===== config.mk =====
export PLATFORM = sky130hd
export DESIGN_NAME = trace_stim_ctrl
export DESIGN_NICKNAME = d
export VERILOG_FILES = /design/src/rtl/tsc_pkg.sv /design/src/rtl/tsc_regs.sv /design/src/rtl/tsc_gate.sv /design/src/rtl/tsc_fifo.sv /design/src/rtl/trace_stim_ctrl.sv
export SDC_FILE = /design/constraint.sdc
export NUM_CORES = 1
export LEC_CHECK = 0
export ABC_AREA = 1
export CAP_MARGIN = 0
export CORE_MARGIN = 1
export CORE_UTILIZATION = 45
export CTS_CLUSTER_DIAMETER = 50
export DETAILED_ROUTE_END_ITERATION = 16
export PLACE_DENSITY_LB_ADDON = 0.3
export SYNTH_ARGS = -nofsm -noshare
export SYNTH_HDL_FRONTEND = slang
export SYNTH_SLANG_ARGS = --single-unit

===== constraint.sdc =====
create_clock -name clk -period 4 [get_ports clk]
set_input_delay 0.8 -clock clk [delete_from_list [all_inputs] [get_ports clk]]
set_output_delay 0.8 -clock clk [all_outputs]
set_load 0.05 [all_outputs]

===== src/rtl/tsc_pkg.sv =====
package tsc_pkg;
   localparam logic [11:0] OFS_PORT_EN = 12'hE00;
   localparam logic [11:0] OFS_PRIV    = 12'hE40;
   localparam logic [11:0] OFS_CTRL    = 12'hE80;
   localparam logic [11:0] OFS_LOCK    = 12'hFB0;
   localparam logic [11:0] OFS_LSTAT   = 12'hFB4;

   localparam logic [31:0] UNLOCK_KEY  = 32'hC5AC_CE55;
   // stored control bits: id 22:16, prescale 9:8, sync 2, ts 1, master 0
   localparam logic [31:0] CTRL_KEEP   = 32'h007F_0307;
   localparam int          BUSY_POS    = 23;
   localparam int          MASTER_POS  = 0;
endpackage


===== src/rtl/tsc_regs.sv =====
module tsc_regs
   import tsc_pkg::*;
#(
   parameter int NPORTS  = 32,
   parameter int NGROUPS = 4,
   parameter int AW      = 12,
   parameter int DW      = 32
) (
   input  logic               clk,
   input  logic               rst_n,
   input  logic [AW-1:0]      addr,
   input  logic [DW-1:0]      wdata,
   input  logic               we,
   input  logic               re,
   input  logic               busy,
   output logic               locked,
   output logic               master_en,
   output logic [NPORTS-1:0]  port_en,
   output logic [NGROUPS-1:0] priv_mask,
   output logic [DW-1:0]      rdata
);
   logic [DW-1:0] ctrl_q;
   logic [DW-1:0] rd_mux;
   logic          wr_ok;

   assign wr_ok     = we && !locked;
   assign master_en = ctrl_q[MASTER_POS];

   always_ff @(posedge clk or negedge rst_n) begin
      if (!rst_n) begin
         locked    <= 1'b1;
         port_en   <= '0;
         priv_mask <= '0;
         ctrl_q    <= '0;
      end else begin
         if (we && addr == AW'(OFS_LOCK))
            locked <= (wdata != UNLOCK_KEY);
         if (wr_ok && addr == AW'(OFS_PORT_EN) && master_en)
            port_en <= wdata[NPORTS-1:0];
         if (wr_ok && addr == AW'(OFS_PRIV))
            priv_mask <= wdata[NGROUPS-1:0];
         if (wr_ok && addr == AW'(OFS_CTRL))
            ctrl_q <= wdata & CTRL_KEEP;
      end
   end

   always_comb begin
      rd_mux = '0;
      case (addr)
         AW'(OFS_PORT_EN): rd_mux = DW'(port_en);
         AW'(OFS_PRIV):    rd_mux = DW'(priv_mask);
         AW'(OFS_CTRL): begin
            rd_mux           = ctrl_q;
            rd_mux[BUSY_POS] = busy;
         end
         AW'(OFS_LSTAT):   rd_mux = DW'({1'b0, locked, 1'b1});
         default:          rd_mux = '0;
      endcase
   end

   always_ff @(posedge clk or negedge rst_n) begin
      if (!rst_n)  rdata <= '0;
      else if (re) rdata <= rd_mux;
   end
endmodule


===== src/rtl/tsc_gate.sv =====
module tsc_gate #(
   parameter int NPORTS = 32,
   parameter int GROUP  = 8,
   parameter int AW     = 12,
   parameter int PW     = 5
) (
   input  logic                       [AW-1:0] addr,
   input  logic                                we,
   input  logic                                priv,
   input  logic                                locked,
   input  logic                                master_en,
   input  logic                   [NPORTS-1:0] port_en,
   input  logic [(NPORTS/GROUP)-1:0]           priv_mask,
   input  logic                                full,
   output logic                                push,
   output logic                       [PW-1:0] port
);
   logic [NPORTS-1:0] guarded;
   logic              in_window;

   // expand group privilege bits into one bit per port
   for (genvar p = 0; p < NPORTS; p++) begin : g_guard
      assign guarded[p] = priv_mask[p / GROUP];
   end

   assign in_window = (addr[AW-1:PW+2] == '0) && (addr[1:0] == 2'b00);
   assign port      = addr[PW+1:2];
   assign push      = we && in_window && !locked && master_en && port_en[port]
                      && !(guarded[port] && !priv) && !full;
endmodule


===== src/rtl/tsc_fifo.sv =====
module tsc_fifo #(
   parameter int WIDTH = 37,
   parameter int DEPTH = 4
) (
   input  logic                       clk,
   input  logic                       rst_n,
   input  logic                       push,
   input  logic [WIDTH-1:0]           din,
   input  logic                       pop,
   output logic [WIDTH-1:0]           dout,
   output logic                       valid,
   output logic                       full,
   output logic [$clog2(DEPTH+1)-1:0] count
);
   localparam int IW = (DEPTH > 1) ? $clog2(DEPTH) : 1;
   localparam int CW = $clog2(DEPTH + 1);

   if ((DEPTH & (DEPTH - 1)) != 0) begin : g_bad_depth
      $error("tsc_fifo: DEPTH must be a power of two");
   end

   logic [WIDTH-1:0] slot [DEPTH];
   logic [IW-1:0]    wr_ix, rd_ix;
   logic             do_pop;

   assign valid  = (count != '0);
   assign full   = (count == CW'(DEPTH));
   assign do_pop = pop && valid;
   assign dout   = slot[rd_ix];

   always_ff @(posedge clk or negedge rst_n) begin
      if (!rst_n) begin
         wr_ix <= '0;
         rd_ix <= '0;
         count <= '0;
      end else begin
         if (push)   wr_ix <= (DEPTH > 1) ? wr_ix + 1'b1 : '0;
         if (do_pop) rd_ix <= (DEPTH > 1) ? rd_ix + 1'b1 : '0;
         count <= count + CW'(push) - CW'(do_pop);
      end
   end

   always_ff @(posedge clk) begin
      if (push) slot[wr_ix] <= din;
   end
endmodule


===== src/rtl/trace_stim_ctrl.sv =====
module trace_stim_ctrl #(
   parameter int NPORTS = 32,
   parameter int GROUP  = 8,
   parameter int DEPTH  = 4,
   parameter int AW     = 12,
   parameter int DW     = 32
) (
   input  logic                      clk,
   input  logic                      rst_n,
   input  logic [AW-1:0]             bus_addr,
   input  logic [DW-1:0]             bus_wdata,
   input  logic                      bus_we,
   input  logic                      bus_re,
   input  logic                      bus_priv,
   output logic [DW-1:0]             bus_rdata,
   output logic                      evt_valid,
   input  logic                      evt_ready,
   output logic [$clog2(NPORTS)-1:0] evt_port,
   output logic [DW-1:0]             evt_data
);
   localparam int PW      = $clog2(NPORTS);
   localparam int NGROUPS = NPORTS / GROUP;
   localparam int EW      = PW + DW;
   localparam int CW      = $clog2(DEPTH + 1);

   if (NPORTS % GROUP != 0) begin : g_bad_group
      $error("trace_stim_ctrl: NPORTS must be a multiple of GROUP");
   end
   if ((NPORTS & (NPORTS - 1)) != 0 || NPORTS > DW) begin : g_bad_ports
      $error("trace_stim_ctrl: NPORTS must be a power of two no wider than DW");
   end
   if (DW != 32 || AW < 12) begin : g_bad_bus
      $error("trace_stim_ctrl: bus must be 32 bits wide with a 12-bit offset");
   end

   logic               locked, master_en, push, full, busy;
   logic [NPORTS-1:0]  port_en;
   logic [NGROUPS-1:0] priv_mask;
   logic [PW-1:0]      wr_port;
   logic [CW-1:0]      q_count;
   logic [EW-1:0]      q_head;

   assign busy = (q_count != '0);

   tsc_regs #(.NPORTS(NPORTS), .NGROUPS(NGROUPS), .AW(AW), .DW(DW)) u_regs (
      .clk(clk), .rst_n(rst_n), .addr(bus_addr), .wdata(bus_wdata),
      .we(bus_we), .re(bus_re), .busy(busy), .locked(locked),
      .master_en(master_en), .port_en(port_en), .priv_mask(priv_mask),
      .rdata(bus_rdata)
   );

   tsc_gate #(.NPORTS(NPORTS), .GROUP(GROUP), .AW(AW), .PW(PW)) u_gate (
      .addr(bus_addr), .we(bus_we), .priv(bus_priv), .locked(locked),
      .master_en(master_en), .port_en(port_en), .priv_mask(priv_mask),
      .full(full), .push(push), .port(wr_port)
   );

   tsc_fifo #(.WIDTH(EW), .DEPTH(DEPTH)) u_queue (
      .clk(clk), .rst_n(rst_n), .push(push), .din({wr_port, bus_wdata}),
      .pop(evt_ready), .dout(q_head), .valid(evt_valid), .full(full),
      .count(q_count)
   );

   assign {evt_port, evt_data} = q_head;
endmodule


**Word level (Yosys, flattened, before mapping)**

Memories as Yosys holds them, arrays and structs flattened.
Cells that the tools add are included.

- Bits in writable memories: 148
- Bits of input ports: 50
- Output and inout port bits: 70
- Register bits: 88
- Memories: 1

- Reduce and logical (&&, ||, !) cells: 22
- Eq/ne operators: 7
- Mux-type cells: 7
- $add $sub $neg: 4
- Order comparisons: 1

Memory list:

| name | words | bits a word | read ports | clocked after memory_dff | wr ports | line | source |
|---|---|---|---|---|---|---|---|
| u_queue.slot | 4 | 37 | 1 | 0 | 1 | tsc_fifo.sv:22 | `logic [WIDTH-1:0] slot [DEPTH];` |

Operators with widths:

| kind | count |
|---|---|
| one-hot mux 32 bit (4 select lines) | 1 |
| == test 12 bit, second input constant | 5 |
| != test 32 bit, second input constant | 1 |
| logical AND 1 bit | 15 |
| binary-select mux 1 bit (select 5 bit) | 2 |
| < comparator 5 x 6 -> 1 bit, second input constant | 1 |
| logical NOT 5 bit | 1 |
| adder 2 x 1 -> 2 bit, second input constant | 2 |
| logical NOT 1 bit | 4 |
| 2-to-1 mux 1 bit | 4 |
| adder 3 x 1 -> 3 bit | 1 |
| == test 3 bit, second input constant | 1 |
| nonzero test 3 bit | 1 |
| subtractor 3 x 1 -> 3 bit | 1 |
| logical NOT 2 bit | 1 |

**Longest topological paths before layout**

- Word-level depth: 10
- Depth in mapped cells: 15
- Mapped depth without buffers: 14

**Cells and area by module**

A second synthesis with hierarchy kept.

- Cells, all modules: 1051
- Area total of the unflattened synthesis: 10441.3 um^2

By module, submodules not included:

| module | cells an instance | sequential area each (um^2) | instances | area an instance (um^2) |
|---|---|---|---|---|
| tsc_fifo | 522 | 4619.4 | 1 | 6242.2 |
| tsc_regs | 433 | 2028.2 | 1 | 3701.0 |
| tsc_gate | 93 | 0.0 | 1 | 486.7 |
| trace_stim_ctrl | 3 | 0.0 | 1 | 11.3 |

**Worst setup path before layout**

No wires, ideal clock.

- Path type: input to register
- Start: input port bus_we
- End: memory u_queue.slot[0][0], enable pin
- Arrival time: 3.225 ns
- Stages on the path: 8
- Setup slack: 0.344 ns
- Data required time: 3.569 ns
- Library setup time: 0.431 ns
- Buffers on the path: 0
- Cell sequence: inv_1 nor2_1 nand3_1 nor3_1 o21ai_0 inv_1 nand3_2 nor2_1

- Longest elaborated chain between the ends: 8

Ends and longest elaborated chain:

| what | line | source |
|---|---|---|
| from (decl) | trace_stim_ctrl.sv:12 | `input logic bus_we,` |
| logical AND 1 bit (4 in a row) | tsc_gate.sv:28 | `assign push = we && in_window && !locked && master_en && port_en[port]` |
| logical AND 1 bit (2 in a row) | tsc_gate.sv:29 | `&& !(guarded[port] && !priv) && !full;` |
| 2-to-1 mux 1 bit | tsc_fifo.sv:44 | `if (push) slot[wr_ix] <= din;` |
| 2-to-1 mux 1 bit (implied by the code) | tsc_fifo.sv:44 |  |
| to (decl) | tsc_fifo.sv:22 |  |

No other way between the ends.

**Worst setup path in the final report**

- Start: register u_queue.rd_ix[0]
- End: output port evt_port[1]

- Longest elaborated chain between the ends: 1

Ends and longest elaborated chain:

| what | line | source |
|---|---|---|
| from (decl) | tsc_fifo.sv:23 | `logic [IW-1:0] wr_ix, rd_ix;` |
| from (signal assigned) | tsc_fifo.sv:38 | `if (do_pop) rd_ix <= (DEPTH > 1) ? rd_ix + 1'b1 : '0;` |
| memory (4 x 37 bit) | n/a |  |
| to (decl) | trace_stim_ctrl.sv:18 | `output logic [$clog2(NPORTS)-1:0] evt_port,` |

No other way between the ends.

==> results.sh <==
export IMPL_status="finished, final reports clean"
export IMPL_period_share_pct=91.6
export IMPL_io_pins=120
export IMPL_slew_violations=0
export IMPL_rows=54
export IMPL_critPathRequiredTime_ns=3.20
export IMPL_rsz0062_at_grt="no"
export IMPL_tns_ns=0
export IMPL_antenna_found_initial=0
export IMPL_antenna_left=0
export IMPL_drt_iter0_markers=623
export IMPL_synth_edff_count=148
export IMPL_leakage_nw=4.82
export IMPL_path_clk_slew_ns=0.06
export IMPL_postLayoutSetupSlackWorst_ns=0.335
export IMPL_power_density_nw_per_um2=617
export IMPL_drc=0
export IMPL_gp_congestion=0.886
export IMPL_avgRoutedWirePerCell_microns=18.1
export IMPL_tightest_slew_ns=1.10
export IMPL_final_layout_size_suffix_gt1_share_pct=12.1
export IMPL_hp_class="input pin to asynchronous set/reset pin"
export IMPL_synth_ff_type="edfxtp_1"
export IMPL_pwr_share_comb_pct=34.2
export IMPL_cts_hold_buf=0
export IMPL_numCtsBuffers=24
export IMPL_postSynthAreaPerCell_sq_um=10.9
export IMPL_grt_start_max_net_pins=76
export IMPL_crit_type="flop to primary output"
export IMPL_pwr_share_clk_pct=31.0
export IMPL_grt_pass1_vias=6764
export IMPL_period_minus_slack_ns=3.67
export IMPL_async_flop_share_pct=37.3
export IMPL_fp_dieW_microns=151
export IMPL_r2r_slack_ns=1.45
export IMPL_start_util_pct=45.8
export IMPL_viasPerCell=5.29
export IMPL_areaGrowthSynthToFinish_pct=23.5
export IMPL_maxCapViolations=0
export IMPL_grt_usage_pct=21.5
export IMPL_yosys_cell_types_count=36
export IMPL_r2r_start="u_queue.count[1]$_DFF_PN0_"
export IMPL_die_area_sq_um=22800
export IMPL_clockRootBuffer="clkbuf_16"
export IMPL_grt_pass1_wl_microns=37400
export IMPL_cts_max_level=1
export IMPL_cts_tree="built"
export IMPL_intPower_mw=4.83
export IMPL_cts_max_path_buffers=3
export IMPL_layout_common_cells="nand2_1, edfxtp_1, clkdlybuf4s50_1"
export IMPL_finalClockSkew_ns=0.0128
export IMPL_setup_violations=0
export IMPL_seq_area_frac_synth_pct=66.6
export IMPL_start_kind="flop"
export IMPL_cts_setup_buffers=0
export IMPL_ir_drop_v=0.000338
export IMPL_path_max_fanout=75
export IMPL_clk_latency_ns=0.52
export IMPL_cp_arrival_ns=2.87
export IMPL_r2r_cells=10
export IMPL_coreArea_sq_um=21800
export IMPL_syn_nets=977
export IMPL_p_sw_mw=2.78
export IMPL_io_buffers=119
export IMPL_syn_inst=920
export IMPL_pwr_share_seq_pct=34.8
export IMPL_hold_violations=0
export IMPL_fp_dieH_microns=151
export IMPL_cts_resized=0
export IMPL_switching_share_pct=36.6
export IMPL_yosysWarnings=0
export IMPL_cts_sinks=236
export IMPL_hpwlAfterDp_microns=15900
export IMPL_gr_total_overflow=0
export IMPL_yosys_register_bits=236
export IMPL_nets=1095
export IMPL_drtPass1Iterations=5
export IMPL_final_util_pct=56.5
export IMPL_max_freq_mhz=273
export IMPL_netlist_area_sq_um=9990
export IMPL_fill_cells=1880
export IMPL_wirelength_microns=24200
export IMPL_layout_commonest_cell="nand2_1"
export IMPL_dp_slack_ns=0.383
export IMPL_maxSlewHeadroom_pct=26.5
export IMPL_cp_end_kind="primary output"
export IMPL_vias=7070
export IMPL_r2r_end="u_queue.count[2]$_DFF_PN0_"
[routing by layer]
layer / share of wire (%) / GRT usage [%] / up-vias
met1: 46 / 31.6 / 3453
met3: 5.8 / 2.53 / 44
met5: 0 / 0 / -
li1: - / - / 3369
met4: 2.1 / 6.10 / 0
met2: 46 / 33.9 / 204
[critical path, stage by stage (launching register included)]
cell,delay [ns]
dfrtp_2,0.37
buf_4,0.59
o21ai_0,0.20
o22ai_1,0.31
clkdlybuf4s50_1,0.87
[metrics by stage]
step	std cells	hold slack, ns	power, mW	area [sq um]
after floorplan	920	0.455	4.41	9990
after global placement	1292	0.465	5.29	11500
after detailed placement	1292	0.466	5.32	11500
after CTS	1336	0.448	7.67	12300
after global routing	1336	0.501	7.92	12300
final	1337	0.414	7.61	12300
[registers in the layout, indices dropped and copies added, names as in the netlist]
| signal | flops |
|---|---|
| u_queue.wr_ix | 2 |
| u_regs.rdata | 32 |
| u_regs.locked | 1 |
| u_queue.rd_ix | 2 |
| u_regs.priv_mask | 4 |
| u_regs.ctrl_q | 12 |
| u_regs.port_en | 32 |
| u_queue.count | 3 |
| u_queue.slot | 148 |
[final cells by class]
class / instances / area [sq um] / share of cell area (%)
flip-flops and latches: 236 / 6650 / 53.9
multi-input cells: 565 / 2860 / 23.1
well taps: 280 / 350 / 2.84
clock buffers: 31 / 682 / 5.53
repair buffers: 136 / 1340 / 10.9
inverters: 75 / 282 / 2.28
clock inverters: 13 / 173 / 1.40
diodes: 1 / 2.50 / 0.0203
[power groups by stage]
stage | Combinational, mW | Sequential, mW | Clock (mW)
after floorplan | 1.72 | 2.70 | 0
after global placement | 2.59 | 2.70 | 0
after detailed placement | 2.62 | 2.70 | 0
after CTS | 2.62 | 2.65 | 2.40
after global routing | 2.77 | 2.65 | 2.50
final | 2.60 | 2.65 | 2.36
[worst max path at each step]
stage                                        end                          from  slack (ns)
finish                               evt_port[1]  u_queue.rd_ix[0]$_DFFE_PN0P_        0.33
CTS                                 evt_data[20]  u_queue.rd_ix[0]$_DFFE_PN0P_        0.31
global placement      u_queue.count[2]$_DFF_PN0_                   bus_addr[3]        0.42
detailed placement    u_queue.count[2]$_DFF_PN0_                   bus_addr[3]        0.38
global route                        evt_data[20]  u_queue.rd_ix[0]$_DFFE_PN0P_        0.14
floorplan           u_queue.slot[0][0]$_DFFE_PP_                        bus_we        0.34
[synth_stat cells, types with 6 or more instances]
library cell / count / share of area [%]
inv_1: 70 / 2.6
o21ai_1: 14 / 0.70
clkbuf_1: 29 / 1.1
dfrtp_1: 87 / 22
o21ai_0: 102 / 5.1
nor4_1: 8 / 0.50
o22ai_1: 37 / 2.3
nor2_1: 102 / 3.8
o21ai_2: 34 / 3.0
nand2_2: 15 / 0.94
o31ai_1: 6 / 0.45
nand3_1: 19 / 0.95
buf_6: 7 / 0.79
edfxtp_1: 148 / 44
ha_1: 6 / 0.75
nand2_1: 200 / 7.5
[cell families (layout without fill, tap and decap cells)]
kind of cell | count (synthesis) | count (layout) | synth area share [%]
AND/OR/NAND/NOR | 360 | 360 | 15.4
flip-flops | 236 | 236 | 66.6
AO/OA/AOI/OAI | 195 | 195 | 11.7
buffers and inverters | 119 | 255 | 5.16
adder cells (fa/ha/maj) | 7 | 7 | 0.952
XOR/XNOR | 3 | 3 | 0.263
other | 0 | 1 | 0
Note: power is estimated with default switching activity, not from simulation.
